[src/rtl/xlat_pkg.sv]
package xlat_pkg;

    localparam int VA_W  = 18;
    localparam int VPN_W = 9;
    localparam int OFF_W = 9;
    localparam int PPN_W = 13;
    localparam int PA_W  = PPN_W + OFF_W;

    typedef struct packed {
        logic             valid;
        logic             user;
        logic             wr_ok;
        logic [VPN_W-1:0] vpn;
        logic [PPN_W-1:0] ppn;
    } xlat_entry_t;

    typedef enum logic [1:0] {
        LK_IDLE,
        LK_HIT,
        LK_MISS,
        LK_FAULT
    } lookup_res_e;

    function automatic logic [VPN_W-1:0] page_of(input logic [VA_W-1:0] a);
        return a[VA_W-1:OFF_W];
    endfunction

    function automatic logic [OFF_W-1:0] offset_of(input logic [VA_W-1:0] a);
        return a[OFF_W-1:0];
    endfunction

    function automatic logic tag_eq(input xlat_entry_t e, input logic user,
                                    input logic [VPN_W-1:0] vpn);
        return e.valid && (e.user == user) && (e.vpn == vpn);
    endfunction

endpackage

[src/rtl/xlat_entry_bank.sv]
module xlat_entry_bank
    import xlat_pkg::*;
#(
    parameter int NUM_ENTRIES = 16
) (
    input  logic        clk,
    input  logic        rst,
    input  logic        flush_all,
    input  logic        flush_mode_valid,
    input  logic        flush_mode_user,
    input  logic [NUM_ENTRIES-1:0] wr_en,
    input  xlat_entry_t wr_data,
    output xlat_entry_t ents [NUM_ENTRIES]
);

    for (genvar i = 0; i < NUM_ENTRIES; i++) begin : g_ent
        always_ff @(posedge clk) begin
            if (rst) begin
                ents[i] <= '0;
            end else if (flush_all) begin
                ents[i].valid <= 1'b0;
            end else if (flush_mode_valid) begin
                if (ents[i].user == flush_mode_user) begin
                    ents[i].valid <= 1'b0;
                end
            end else if (wr_en[i]) begin
                ents[i] <= wr_data;
            end
        end
    end

endmodule

[src/rtl/xlat_tag_cmp.sv]
module xlat_tag_cmp
    import xlat_pkg::*;
#(
    parameter int NUM_ENTRIES = 16
) (
    input  xlat_entry_t      ents [NUM_ENTRIES],
    input  logic             user,
    input  logic [VPN_W-1:0] vpn,
    output logic [NUM_ENTRIES-1:0] match,
    output logic             any
);

    for (genvar i = 0; i < NUM_ENTRIES; i++) begin : g_cmp
        assign match[i] = tag_eq(ents[i], user, vpn);
    end

    assign any = |match;

endmodule

[src/rtl/xlat_victim_ptr.sv]
module xlat_victim_ptr #(
    parameter int NUM_ENTRIES = 16,
    parameter int PTR_W       = 4
) (
    input  logic             clk,
    input  logic             rst,
    input  logic             clear,
    input  logic             advance,
    output logic [PTR_W-1:0] ptr
);

    localparam logic [PTR_W-1:0] LAST = PTR_W'(NUM_ENTRIES - 1);

    always_ff @(posedge clk) begin
        if (rst || clear) begin
            ptr <= '0;
        end else if (advance) begin
            ptr <= (ptr == LAST) ? '0 : ptr + 1'b1;
        end
    end

endmodule

[src/rtl/xlat_hit_mux.sv]
module xlat_hit_mux
    import xlat_pkg::*;
#(
    parameter int NUM_ENTRIES = 16
) (
    input  xlat_entry_t ents [NUM_ENTRIES],
    input  logic [NUM_ENTRIES-1:0] match,
    input  logic        req_valid,
    input  logic        req_write,
    output lookup_res_e res,
    output logic [PPN_W-1:0] ppn
);

    logic wr_ok;

    always_comb begin
        ppn   = '0;
        wr_ok = 1'b0;
        for (int i = 0; i < NUM_ENTRIES; i++) begin
            ppn   = ppn | (ents[i].ppn & {PPN_W{match[i]}});
            wr_ok = wr_ok | (match[i] & ents[i].wr_ok);
        end
        if (!req_valid) begin
            res = LK_IDLE;
        end else if (match == '0) begin
            res = LK_MISS;
        end else if (req_write && !wr_ok) begin
            res = LK_FAULT;
        end else begin
            res = LK_HIT;
        end
    end

endmodule

[src/rtl/xlat_cache.sv]
module xlat_cache
    import xlat_pkg::*;
#(
    parameter int NUM_ENTRIES = 16
) (
    input  logic                clk,
    input  logic                rst,
    input  logic                req_valid,
    input  logic [VA_W-1:0]     req_addr,
    input  logic                req_user,
    input  logic                req_write,
    output logic                hit,
    output logic                miss,
    output logic                prot_fault,
    output logic [PA_W-1:0]     phys_addr,
    input  logic                refill_valid,
    input  logic                refill_user,
    input  logic [VPN_W-1:0]    refill_vpn,
    input  logic [PPN_W-1:0]    refill_ppn,
    input  logic                refill_wr_ok,
    input  logic                flush_all,
    input  logic                flush_mode_valid,
    input  logic                flush_mode_user
);

    localparam int PTR_W = (NUM_ENTRIES > 1) ? $clog2(NUM_ENTRIES) : 1;

    xlat_entry_t            ents [NUM_ENTRIES];
    xlat_entry_t            wr_data;
    logic [NUM_ENTRIES-1:0] wr_en;
    logic [NUM_ENTRIES-1:0] look_vec;
    logic [NUM_ENTRIES-1:0] dup_vec;
    logic [NUM_ENTRIES-1:0] valid_vec;
    logic [NUM_ENTRIES-1:0] user_vec;
    logic                   look_any;
    logic                   dup_any;
    logic                   refill_go;
    logic [PTR_W-1:0]       ptr;
    lookup_res_e            res;
    logic [PPN_W-1:0]       hit_ppn;

    assign refill_go = refill_valid && !flush_all && !flush_mode_valid;

    assign wr_data = '{valid: 1'b1, user: refill_user, wr_ok: refill_wr_ok,
                       vpn: refill_vpn, ppn: refill_ppn};

    for (genvar i = 0; i < NUM_ENTRIES; i++) begin : g_sel
        assign wr_en[i]     = refill_go && (dup_any ? dup_vec[i] : (ptr == PTR_W'(i)));
        assign valid_vec[i] = ents[i].valid;
        assign user_vec[i]  = ents[i].user;
    end

    xlat_entry_bank #(.NUM_ENTRIES(NUM_ENTRIES)) u_bank (
        .clk              (clk),
        .rst              (rst),
        .flush_all        (flush_all),
        .flush_mode_valid (flush_mode_valid),
        .flush_mode_user  (flush_mode_user),
        .wr_en            (wr_en),
        .wr_data          (wr_data),
        .ents             (ents)
    );

    xlat_tag_cmp #(.NUM_ENTRIES(NUM_ENTRIES)) u_look_cmp (
        .ents  (ents),
        .user  (req_user),
        .vpn   (page_of(req_addr)),
        .match (look_vec),
        .any   (look_any)
    );

    xlat_tag_cmp #(.NUM_ENTRIES(NUM_ENTRIES)) u_dup_cmp (
        .ents  (ents),
        .user  (refill_user),
        .vpn   (refill_vpn),
        .match (dup_vec),
        .any   (dup_any)
    );

    xlat_victim_ptr #(.NUM_ENTRIES(NUM_ENTRIES), .PTR_W(PTR_W)) u_ptr (
        .clk     (clk),
        .rst     (rst),
        .clear   (flush_all),
        .advance (refill_go && !dup_any),
        .ptr     (ptr)
    );

    xlat_hit_mux #(.NUM_ENTRIES(NUM_ENTRIES)) u_mux (
        .ents      (ents),
        .match     (look_vec),
        .req_valid (req_valid),
        .req_write (req_write),
        .res       (res),
        .ppn       (hit_ppn)
    );

    assign hit        = (res == LK_HIT);
    assign miss       = (res == LK_MISS);
    assign prot_fault = (res == LK_FAULT);
    assign phys_addr  = hit ? {hit_ppn, offset_of(req_addr)} : '0;

    logic unused_any;
    assign unused_any = look_any;

endmodule

[config.mk]
export PLATFORM = sky130hd
export DESIGN_NAME = xlat_cache
export DESIGN_NICKNAME = d
export VERILOG_FILES = /design/src/rtl/xlat_pkg.sv /design/src/rtl/xlat_entry_bank.sv /design/src/rtl/xlat_tag_cmp.sv /design/src/rtl/xlat_victim_ptr.sv /design/src/rtl/xlat_hit_mux.sv /design/src/rtl/xlat_cache.sv
export SDC_FILE = /design/constraint.sdc
export NUM_CORES = 1
export LEC_CHECK = 0
export BUFFER_PORTS_ARGS = -buffer_cell sky130_fd_sc_hd__buf_2
export CAP_MARGIN = 0
export CORE_MARGIN = 10
export CORE_UTILIZATION = 65
export CTS_CLUSTER_SIZE = 24
export DETAILED_ROUTE_END_ITERATION = 8
export HOLD_SLACK_MARGIN = 0.05
export PLACE_DENSITY = 0.8
export SKIP_CTS_REPAIR_TIMING = 1
export SYNTH_ARGS = -nofsm -noshare
export SYNTH_HDL_FRONTEND = slang
export SYNTH_SLANG_ARGS = --single-unit
export TNS_END_PERCENT = 100
[constraint.sdc]
create_clock -name clk -period 4.4 [get_ports clk]
set_input_delay 0.66 -clock clk [delete_from_list [all_inputs] [get_ports clk]]
set_output_delay 0.66 -clock clk [all_outputs]
set_load 0.05 [all_outputs]
After elaboration in Yosys (flattened, before gate mapping)
Index checks and enable logic that the tools add are counted.
{"block": "word_totals", "regBits": 404, "latchBits": 0, "mem_bits_rw": 0, "romBits": 0, "inputBits": 51, "wordCells": 470, "memories": 0}
{"block": "classes", "n_addsub": 1, "n_mul": 0, "div": 0, "n_lt_le_gt_ge": 0, "n_eq_ne": 114, "shifts": 0, "muxes": 69, "n_bitwise": 64, "reduce_logical": 141}
{"operator": "$mux 25", "count": 16}
{"operator": "$eq 9x9->1", "count": 32}
{"operator": "$and 13x13->13", "count": 16}
{"operator": "$or 13x13->13", "count": 15}
{"operator": "$logic_and 1x1->1", "count": 84}
{"operator": "$eq 1x1->1", "count": 48}
{"operator": "$mux 1", "count": 48}
{"operator": "$reduce_and 3->1", "count": 16}
{"operator": "$eq 4x4->1 const B", "count": 8}
{"operator": "$ne 2x1->1 const B", "count": 16}
{"operator": "$reduce_and 2->1", "count": 16}
{"operator": "$reduce_bool 2->1", "count": 16}
{"operator": "$mux 22", "count": 1}
{"operator": "$and 1x1->1", "count": 16}
{"operator": "$eq 4x3->1 const B", "count": 4}
{"operator": "$logic_not 16->1", "count": 1}
{"operator": "$reduce_or 16->1", "count": 1}
{"operator": "$or 1x1->1", "count": 15}
{"operator": "$eq 4x2->1 const B", "count": 2}
{"operator": "$mux 2", "count": 3}
{"operator": "$add 4x1->4 const B", "count": 1}
{"operator": "$eq 2x2->1 const B", "count": 2}
{"operator": "$eq 4x1->1 const B", "count": 1}
{"operator": "$logic_not 1->1", "count": 4}
{"operator": "6 further kinds", "count": 7}

Depth between registers and ports, before layout
Gate-level depths: netlist of run 1.
{"block": "depth", "word_depth": 26, "mapped_depth": 12, "mapped_depth_nobuf": 8}

Modules after synthesis
From an unflattened synthesis of run 1, not the netlist that was laid out.
{"block": "hier_totals", "hier_cells": 2578, "area_unflattened_um2": 22331.4}
{"module": "xlat_entry_bank", "instances": 1, "cells_each": 1853, "area_per_inst_um2": 15985.3}
{"module": "xlat_tag_cmp", "instances": 2, "cells_each": 249, "area_per_inst_um2": 2199.6}
{"module": "xlat_hit_mux", "instances": 1, "cells_each": 151, "area_per_inst_um2": 1322.5}
{"module": "xlat_cache", "instances": 1, "cells_each": 57, "area_per_inst_um2": 437.9}
{"module": "xlat_victim_ptr", "instances": 1, "cells_each": 19, "area_per_inst_um2": 186.4}

Least setup slack after synthesis of run 1
No wires, ideal clock.
{"block": "synth_timing", "path_kind": "input -> output", "startpoint": "input req_addr[15]", "endpoint": "output phys_addr[15]", "t_arrival_ps": 3114, "required_ps": 3740, "path_slack_ps": 626, "path_stages": 11, "cell_sequence": "buf_2 buf_4 xnor2_1 nand4_1 nor3_1 a22oi_1 nand4_1 or3b_1 nor2b_1 buf_2 o31a_1"}
{"block": "synth_via", "elab_chain_cells": 25, "word_cells_on_any_way": 102, "classes_between": "eq/ne (17); mux (4); bitwise (62); reduce/logical (19)"}
{"element": "start: declaration", "line_no": "xlat_cache.sv:9", "source": "input logic [VA_W-1:0] req_addr,"}
{"element": "$eq 9x9->1", "line_no": "xlat_pkg.sv:34", "source": "return e.valid && (e.user == user) && (e.vpn == vpn);"}
{"element": "$logic_and 1x1->1", "line_no": "xlat_pkg.sv:34"}
{"element": "$and 1x1->1", "line_no": "xlat_hit_mux.sv:21", "source": "wr_ok = wr_ok | (match[i] & ents[i].wr_ok);"}
{"element": "$or 1x1->1 (15 in a row)", "line_no": "xlat_hit_mux.sv:21"}
{"element": "$logic_not 1->1", "line_no": "xlat_hit_mux.sv:27", "source": "end else if (req_write && !wr_ok) begin"}
{"element": "$logic_and 1x1->1", "line_no": "xlat_hit_mux.sv:27"}
{"element": "$mux 2", "line_no": "xlat_hit_mux.sv:27"}
{"element": "$mux 2 (*)", "line_no": "xlat_hit_mux.sv:25", "source": "end else if (match == '0) begin"}
{"element": "$mux 2 (*)", "line_no": "xlat_hit_mux.sv:23", "source": "if (!req_valid) begin"}
{"element": "$eq 2x1->1 (*)", "line_no": "xlat_cache.sv:97", "source": "assign hit = (res == LK_HIT);"}
{"element": "via hit", "line_no": "xlat_cache.sv:12", "source": "output logic hit,"}
{"element": "$mux 22 (*)", "line_no": "xlat_cache.sv:100", "source": "assign phys_addr = hit ? {hit_ppn, offset_of(req_addr)} : '0;"}
{"element": "end: declaration", "line_no": "xlat_cache.sv:15", "source": "output logic [PA_W-1:0] phys_addr,"}
The timed path passes the listed nets; every way through them passes the cells marked *.

Worst setup path in the final report of run 1
{"block": "layout_timing", "startpoint": "input req_addr[13]", "endpoint": "output phys_addr[14]"}
{"block": "layout_via", "elab_chain_cells": 25, "word_cells_on_any_way": 102, "classes_between": "eq/ne (17); mux (4); bitwise (62); reduce/logical (19)"}
{"element": "$eq 9x9->1", "line_no": "xlat_pkg.sv:34"}
{"element": "$logic_and 1x1->1", "line_no": "xlat_pkg.sv:34"}
{"element": "$and 1x1->1", "line_no": "xlat_hit_mux.sv:21"}
{"element": "$or 1x1->1 (15 in a row)", "line_no": "xlat_hit_mux.sv:21"}
{"element": "$logic_not 1->1", "line_no": "xlat_hit_mux.sv:27"}
{"element": "$logic_and 1x1->1", "line_no": "xlat_hit_mux.sv:27"}
{"element": "$mux 2", "line_no": "xlat_hit_mux.sv:27"}
{"element": "$mux 2", "line_no": "xlat_hit_mux.sv:25"}
{"element": "$mux 2", "line_no": "xlat_hit_mux.sv:23"}
{"element": "$eq 2x1->1", "line_no": "xlat_cache.sv:97"}
{"element": "$mux 22 (*)", "line_no": "xlat_cache.sv:100"}
Every way passes the cells marked *; elsewhere a longest branch is shown, timed or not.

==> metrics.txt, run 1 <==
status=finished, final reports clean; Pwr per Cell Area=332.7 nW/µm²; DP HPWL=42630 µm; Yosys warning total=0; Avg Cell Area, Syn=9.946 µm²; initial antenna violation count=1; Synth Register Bits=404; non-filler cells in the finished layout=2652; clock buffer depth=3; TritonRoute pass-1 iters=5; Die W=201.0 µm; distinct cell type count after synthesis=47; Worst Tran Pin Value=1.241 ns; Slew HR=17.30%; TritonCTS clock tree=done; # diodes=0; CTS buffer count=43; Starting DRT DRC Count=1326; Max-Cap Viols=0; Die Y=201.0 µm; CP Max Fanout=18; Root Buffer=clkbuf_16; largest net degree at the start of global routing=119; Cell Area, Synth=21290 µm²; htree depth=2; minimum clock period=4.210 ns; Die ar.=40380 µm²; Slowest Stage Delay on Critical Path=0.60 ns; Core Util, Final=72.43%; leading area contributor after synthesis=dfxtp_1; Via Count=16520; global-route total usage across every layer=31.23%; clock latency on the worst-skew pair=0.56 ns; required time of the critical path=3.74 ns; IO Pins=76; cell repeated most along the worst path=buf_2; Worst Setup End Kind=primary output; Seq/Total Area, Yosys=38.00%; reg2reg setup slack=1.46 ns; crit path kind=in2out; CP max stage cell=nor3_2; number of flops mapped to enable cells by yosys=0; Slew Viols, Final=0; Final TNS setup=0 ns; Nets=2231; max frequency=237.5 MHz; leakage=9.960 nW; Clock Pin Slew Worst Setup and Hold Paths=0.06 ns; first-pass GRT wire length=99570 µm; Synth Net Count=2195; vias in the first global route=16770; critical path buffer and inverter count=4; Synth area leaders=dfxtp_1 (38%), mux2i_1 (17%), xnor2_1 (14%); Initial Util=65.59%; Worst Hold Class=in2reg; post-DR wirelength/cell=24.63 µm; DRC violations left=0; endpoints failing setup=0; Cells after Synth=2140; cell chain of the critical path=buf_2 -> buf_4 -> xnor2_1 -> nand4_1 -> nor3_2 -> a22oi_1 -> nand3_1 -> or3b_1 -> nor2b_2 -> buf_12 -> o31a_1 -> buf_2; final RePlAce weighted congestion=0.9586; asr flop ratio synth=0%; Final period util=95.68%; Final Hold Fails=0; Placed Instances=2573; vias per cell=6.230; Tot Pwr=0.007821 W; Area Overhead vs Synth=10.43%; CP arrival=3.55 ns; core outline area=32450 µm²; Worst Clk Skew=0.01686 ns; # rows=66; critical path launch point type=input port; Port Buf Inserts=75; Synth top area share=38.00%; post-route ant nets=0; routed wire length=65320 µm; ys flop type=dfxtp_1; RSZ-0062 raised after global routing=no; Worst path top cell family by delay=simple AND/OR/NAND/NOR gates; worst vdd ir=0.0002910 V; total grt overflow=0; share of cells above drive strength 1=12.49%; clk sinks=404
==> area by class of cell <==
class | instances | area (µm²)
clock buffers | 63 | 1251
clock inverters | 16 | 150.1
fillers | 2425 | 8947
inverters | 8 | 30.03
multi-input cells | 1553 | 12180
flip-flops and latches | 404 | 8088
well taps | 442 | 553.0
repair buffers | 166 | 1255
==> layer usage <==
metal,wire length (µm),track usage (%),share of wire (%)
met5,12,0,0.018
met3,5089,4.825,7.8
met2,30490,52.55,47
met1,25780,37.53,39
met4,3955,17.23,6.1
==> registers in the layout (all words and copies together) (netlist names) <==
name,flops
u_bank.ents,400
u_ptr.ptr,4
==> power breakdown <==
group	leakage, nW	switching (W)	internal [W]	total (W)
clock network	0.690	0.00154	0.00205	0.00358
logic	6.02	0.000339	0.000224	0.000563
registers	3.25	0.00000808	0.00367	0.00367
total	9.96	0.00188	0.00594	0.00782
==> worst register-to-register path, cell delays in order (launching register included) <==
cell and delay [ns]:
dfxtp_1 0.44, xnor2_1 0.16, nand3_1 0.10, or3_1 0.49
nand4_1 0.18, or2_1 0.42, nor3_4 0.14, a2bb2oi_4 0.17
buf_4 0.47, mux2i_1 0.29
==> path summary, 6_finish.rpt <==
check | startpoint | to | cells after the start
worst max-delay path | req_addr[13] | phys_addr[14] | 12
worst max register to register | u_bank.ents[23]$_SDFFE_PP0P_ | u_bank.ents[16]$_SDFFE_PP0P_ | 9
worst min-delay path | refill_ppn[4] | u_bank.ents[354]$_SDFFE_PP0P_ | 3
worst min register to register | u_bank.ents[27]$_SDFFE_PP0P_ | u_bank.ents[27]$_SDFFE_PP0P_ | 2
==> cells in the final DEF (no fill, tap or decap), drive strengths merged, types with 11 or more instances in the layout <==
cell    count
dfxtp     404
nand2b    360
mux2i     360
xnor2     337
buf       165
a22oi      75
nand4      66
clkbuf     64
nand2      56
nand3      52
nor2       32
nor3       31
o21ai      28
nand3b     24
a21oi      20
nor4       19
a22o       18
a221oi     18
clkinv     12
and2       11
a31oi      11
==> synth_stat cells, types with 2 or more instances <==
cell type  count
xnor2_1      337
buf_1          2
a221oi_1      18
o31a_1         8
nor2_1        31
mux2i_1      360
o21a_1         6
nand4_1       65
ha_1           4
clkbuf_1      94
dfxtp_1      404
o21ai_0       28
a21oi_1       20
inv_1          8
a22oi_1       75
nor2b_1        3
buf_6         30
nand2_1       56
nand3b_1      24
buf_2         19
buf_12         3
nand3_1       51
nand2b_1     360
nor3_1        29
a31oi_4       10
and2_1        11
or3_1          5
a22o_1        18
buf_8          7
nor4_1        17
nor4_4         2
buf_4         20
==> cells by family after synthesis <==
| family | count (synthesis) | share of synthesized area, % |
|---|---|---|
| fa+ha+maj | 4 | 0.2351 |
| flops | 404 | 38.00 |
| mux | 360 | 16.93 |
| simple gates | 664 | 18.54 |
| compound gates | 188 | 7.083 |
| buf+inv | 183 | 5.349 |
| xor+xnor | 337 | 13.87 |
==> per-stage QoR <==
stage	instance area [µm²]	setup slack, ns	hold WS, ns
3_5_place_dp	22110	0.3351	0.4666
6_report	23510	0.1902	0.3549
3_3_place_gp	22110	0.4240	0.4597
2_1_floorplan	21290	0.6255	0.4500
4_1_cts	23510	0.2750	0.3459
5_1_grt	23510	0.1044	0.3652
Note: power is estimated with default switching activity, not from simulation.
==> inputs of run 2 (changes only) <==
--- a/config.mk
+++ b/config.mk
@@ -7,6 +7,7 @@
 export LEC_CHECK = 0
 export BUFFER_PORTS_ARGS = -buffer_cell sky130_fd_sc_hd__buf_2
 export CAP_MARGIN = 0
+export CORE_ASPECT_RATIO = 0.5
 export CORE_MARGIN = 10
 export CORE_UTILIZATION = 65
 export CTS_CLUSTER_SIZE = 24
==> run 2 against run 1 <==
Compared with the run above:
- critical path depth unchanged
- clock skew fell by 0.0047 ns
- worst setup slack improved by 0.11 ns
- first-iteration DRC count grew 44%
- global-route usage down 0.32 points
- largest cell class unchanged
- non-clock buffer count shrank 15
- worst hold slack better by 0.0056 ns
- sequential power hardly changed
- highest routed layer is now met4
- total power is 2.9% lower
- clock-buffer cell count decreased by 8
==> metrics.txt, run 2 (same netlist as run 1, synthesis figures left out) <==
status=finished, final reports clean; routed wire length=64360 µm; Area Overhead vs Synth=8.812%; leakage=9.784 nW; clk sinks=404; Clock Pin Slew Worst Setup and Hold Paths=0.07 ns; Pwr per Cell Area=328.0 nW/µm²; Crit Reg-Reg Endpoint=u_bank.ents[379]$_SDFFE_PP0P_; worst vdd ir=0.0002391 V; crit path kind=in2out; max reg flops=400; Pint=0.005781 W; Final period util=93.24%; minimum clock period=4.103 ns; vias in the first global route=16610; cell repeated most along the worst path=buf_2; RSZ-0062 raised after global routing=no; Worst Tran Pin Value=1.243 ns; Flop pwr share=48.3%; most common cell after layout, fill and taps aside=dfxtp_1; required time of the critical path=3.74 ns; Hold Path Sink=u_bank.ents[356]$_SDFFE_PP0P_; sw power=0.001816 W; vias per cell=6.276; max frequency=243.7 MHz; WHS=0.3605 ns; endpoints failing setup=0; Port Buf Inserts=75; Sw Share=23.90%; Root Buffer=clkbuf_16; Worst Clk Skew=0.01217 ns; post-DR wirelength/cell=24.62 µm; DP HPWL=40500 µm; CP arrival=3.44 ns; Slowest Stage Delay on Critical Path=0.54 ns; htree depth=2; reg2reg setup slack=1.52 ns; biggest regs=u_bank.ents: 400 flops, u_ptr.ptr: 4 flops; Tot Pwr=0.007597 W; Via Count=16410; critical path launch point type=input port; Reg2Reg Depth=9; # diodes=0; cell chain of the critical path=buf_2 -> buf_4 -> xnor2_1 -> nand4_1 -> nor3_2 -> a22oi_1 -> nand3_1 -> or3b_1 -> nor2b_2 -> buf_12 -> o31a_1 -> buf_2; IO Pins=76; Worst Setup End Kind=primary output; clock buffer depth=3; Final WS setup=0.2973 ns; Placed Area=21900 µm²; largest register by flop count=u_bank.ents; largest net degree at the start of global routing=115; initial antenna violation count=0; clock latency on the worst-skew pair=0.55 ns; Finished Cell Area=23160 µm²; TritonCTS clock tree=done; total grt overflow=0; CTS buffer count=37; Die W=275.9 µm; DRC violations left=0; Critical R2R Launch=u_bank.ents[18]$_SDFFE_PP0P_; CP max stage cell=nor3_2; Max-Cap Viols=0; Clock power frac=44.5%; final RePlAce weighted congestion=0.9440; Nets=2210; Die ar.=40820 µm²; worst hold stages=3; global-route total usage across every layer=30.91%; Die Y=148.0 µm; core outline area=32000 µm²; first-pass GRT wire length=98570 µm; combinational share of power=7.2%; Slew Viols, Final=0; hold path start=refill_ppn[6]; Slew HR=17.15%; Final Hold Fails=0; most frequent cells in the layout=dfxtp_1 (404), nand2b_1 (360), mux2i_1 (360); share of cells above drive strength 1=11.55%; # rows=46; Final TNS setup=0 ns; post-route ant nets=0; Worst Hold Class=in2reg; CP Max Fanout=23; Filler cells=2445; TritonRoute pass-1 iters=6; Starting DRT DRC Count=1908; Initial Util=66.52%; pre-CTS WS=0.4101 ns
[run 2: cell count changes in the layout (fill, tap and decap cells not counted), sizes merged]
cell      previous run  this run
clkinv              12         8
bufinv               1         2
clkbuf              64        56
buf                165       150
clkinvlp             2         0
[run 2: cell type report]
| class | count | area [µm²] | share of cell area (%) |
|---|---|---|---|
| multi-input combinational | 1553 | 12180 | 52.58 |
| sequential | 404 | 8088 | 34.92 |
| clock buffer | 55 | 1125 | 4.857 |
| inverter | 8 | 30.03 | 0.1297 |
| timing repair buffer | 151 | 1067 | 4.608 |
| clock inverter | 11 | 131.4 | 0.5672 |
| tap | 432 | 540.5 | 2.334 |
[run 2: worst max path at each step]
stage,from,endpoint,slack (ns)
floorplan,req_addr[15],phys_addr[15],0.63
global placement,req_addr[13],phys_addr[9],0.45
detailed placement,req_addr[11],phys_addr[15],0.41
CTS,req_addr[11],phys_addr[15],0.38
global route,req_addr[11],phys_addr[13],0.13
finish,req_addr[13],phys_addr[15],0.30
[run 2: critical path: cells and delay by family]
family | cells | cell delay, ns
xor+xnor | 1 | 0.14
buf+inv | 4 | 1.16
compound gates | 2 | 0.32
simple gates | 5 | 1.15
[run 2: metrics by stage]
| stage | std cells | utilization, % |
|---|---|---|
| after CTS | 2614 | 72.38 |
| after global routing | 2614 | 72.38 |
| after floorplan | 2140 | - |
| final | 2614 | 72.38 |
| after global placement | 2548 | 68.45 |
| after detailed placement | 2548 | 68.45 |
[run 2: metal layers]
metal	GRT usage, %	wire length, µm	up-vias
met5	0	0	-
met4	12.90	2735	0
met3	7.262	6215	213
met2	49.01	28650	781
met1	39.79	26760	8056
li1	-	-	7355
[run 2: power groups by stage]
stage	Sequential [W]	Combinational (W)	Clock, W
4_1_cts	0.00367	0.000536	0.00338
3_3_place_gp	0.00375	0.000528	0
6_report	0.00367	0.000549	0.00338
2_1_floorplan	0.00375	0.000406	0
3_5_place_dp	0.00375	0.000531	0
5_1_grt	0.00367	0.000573	0.00354
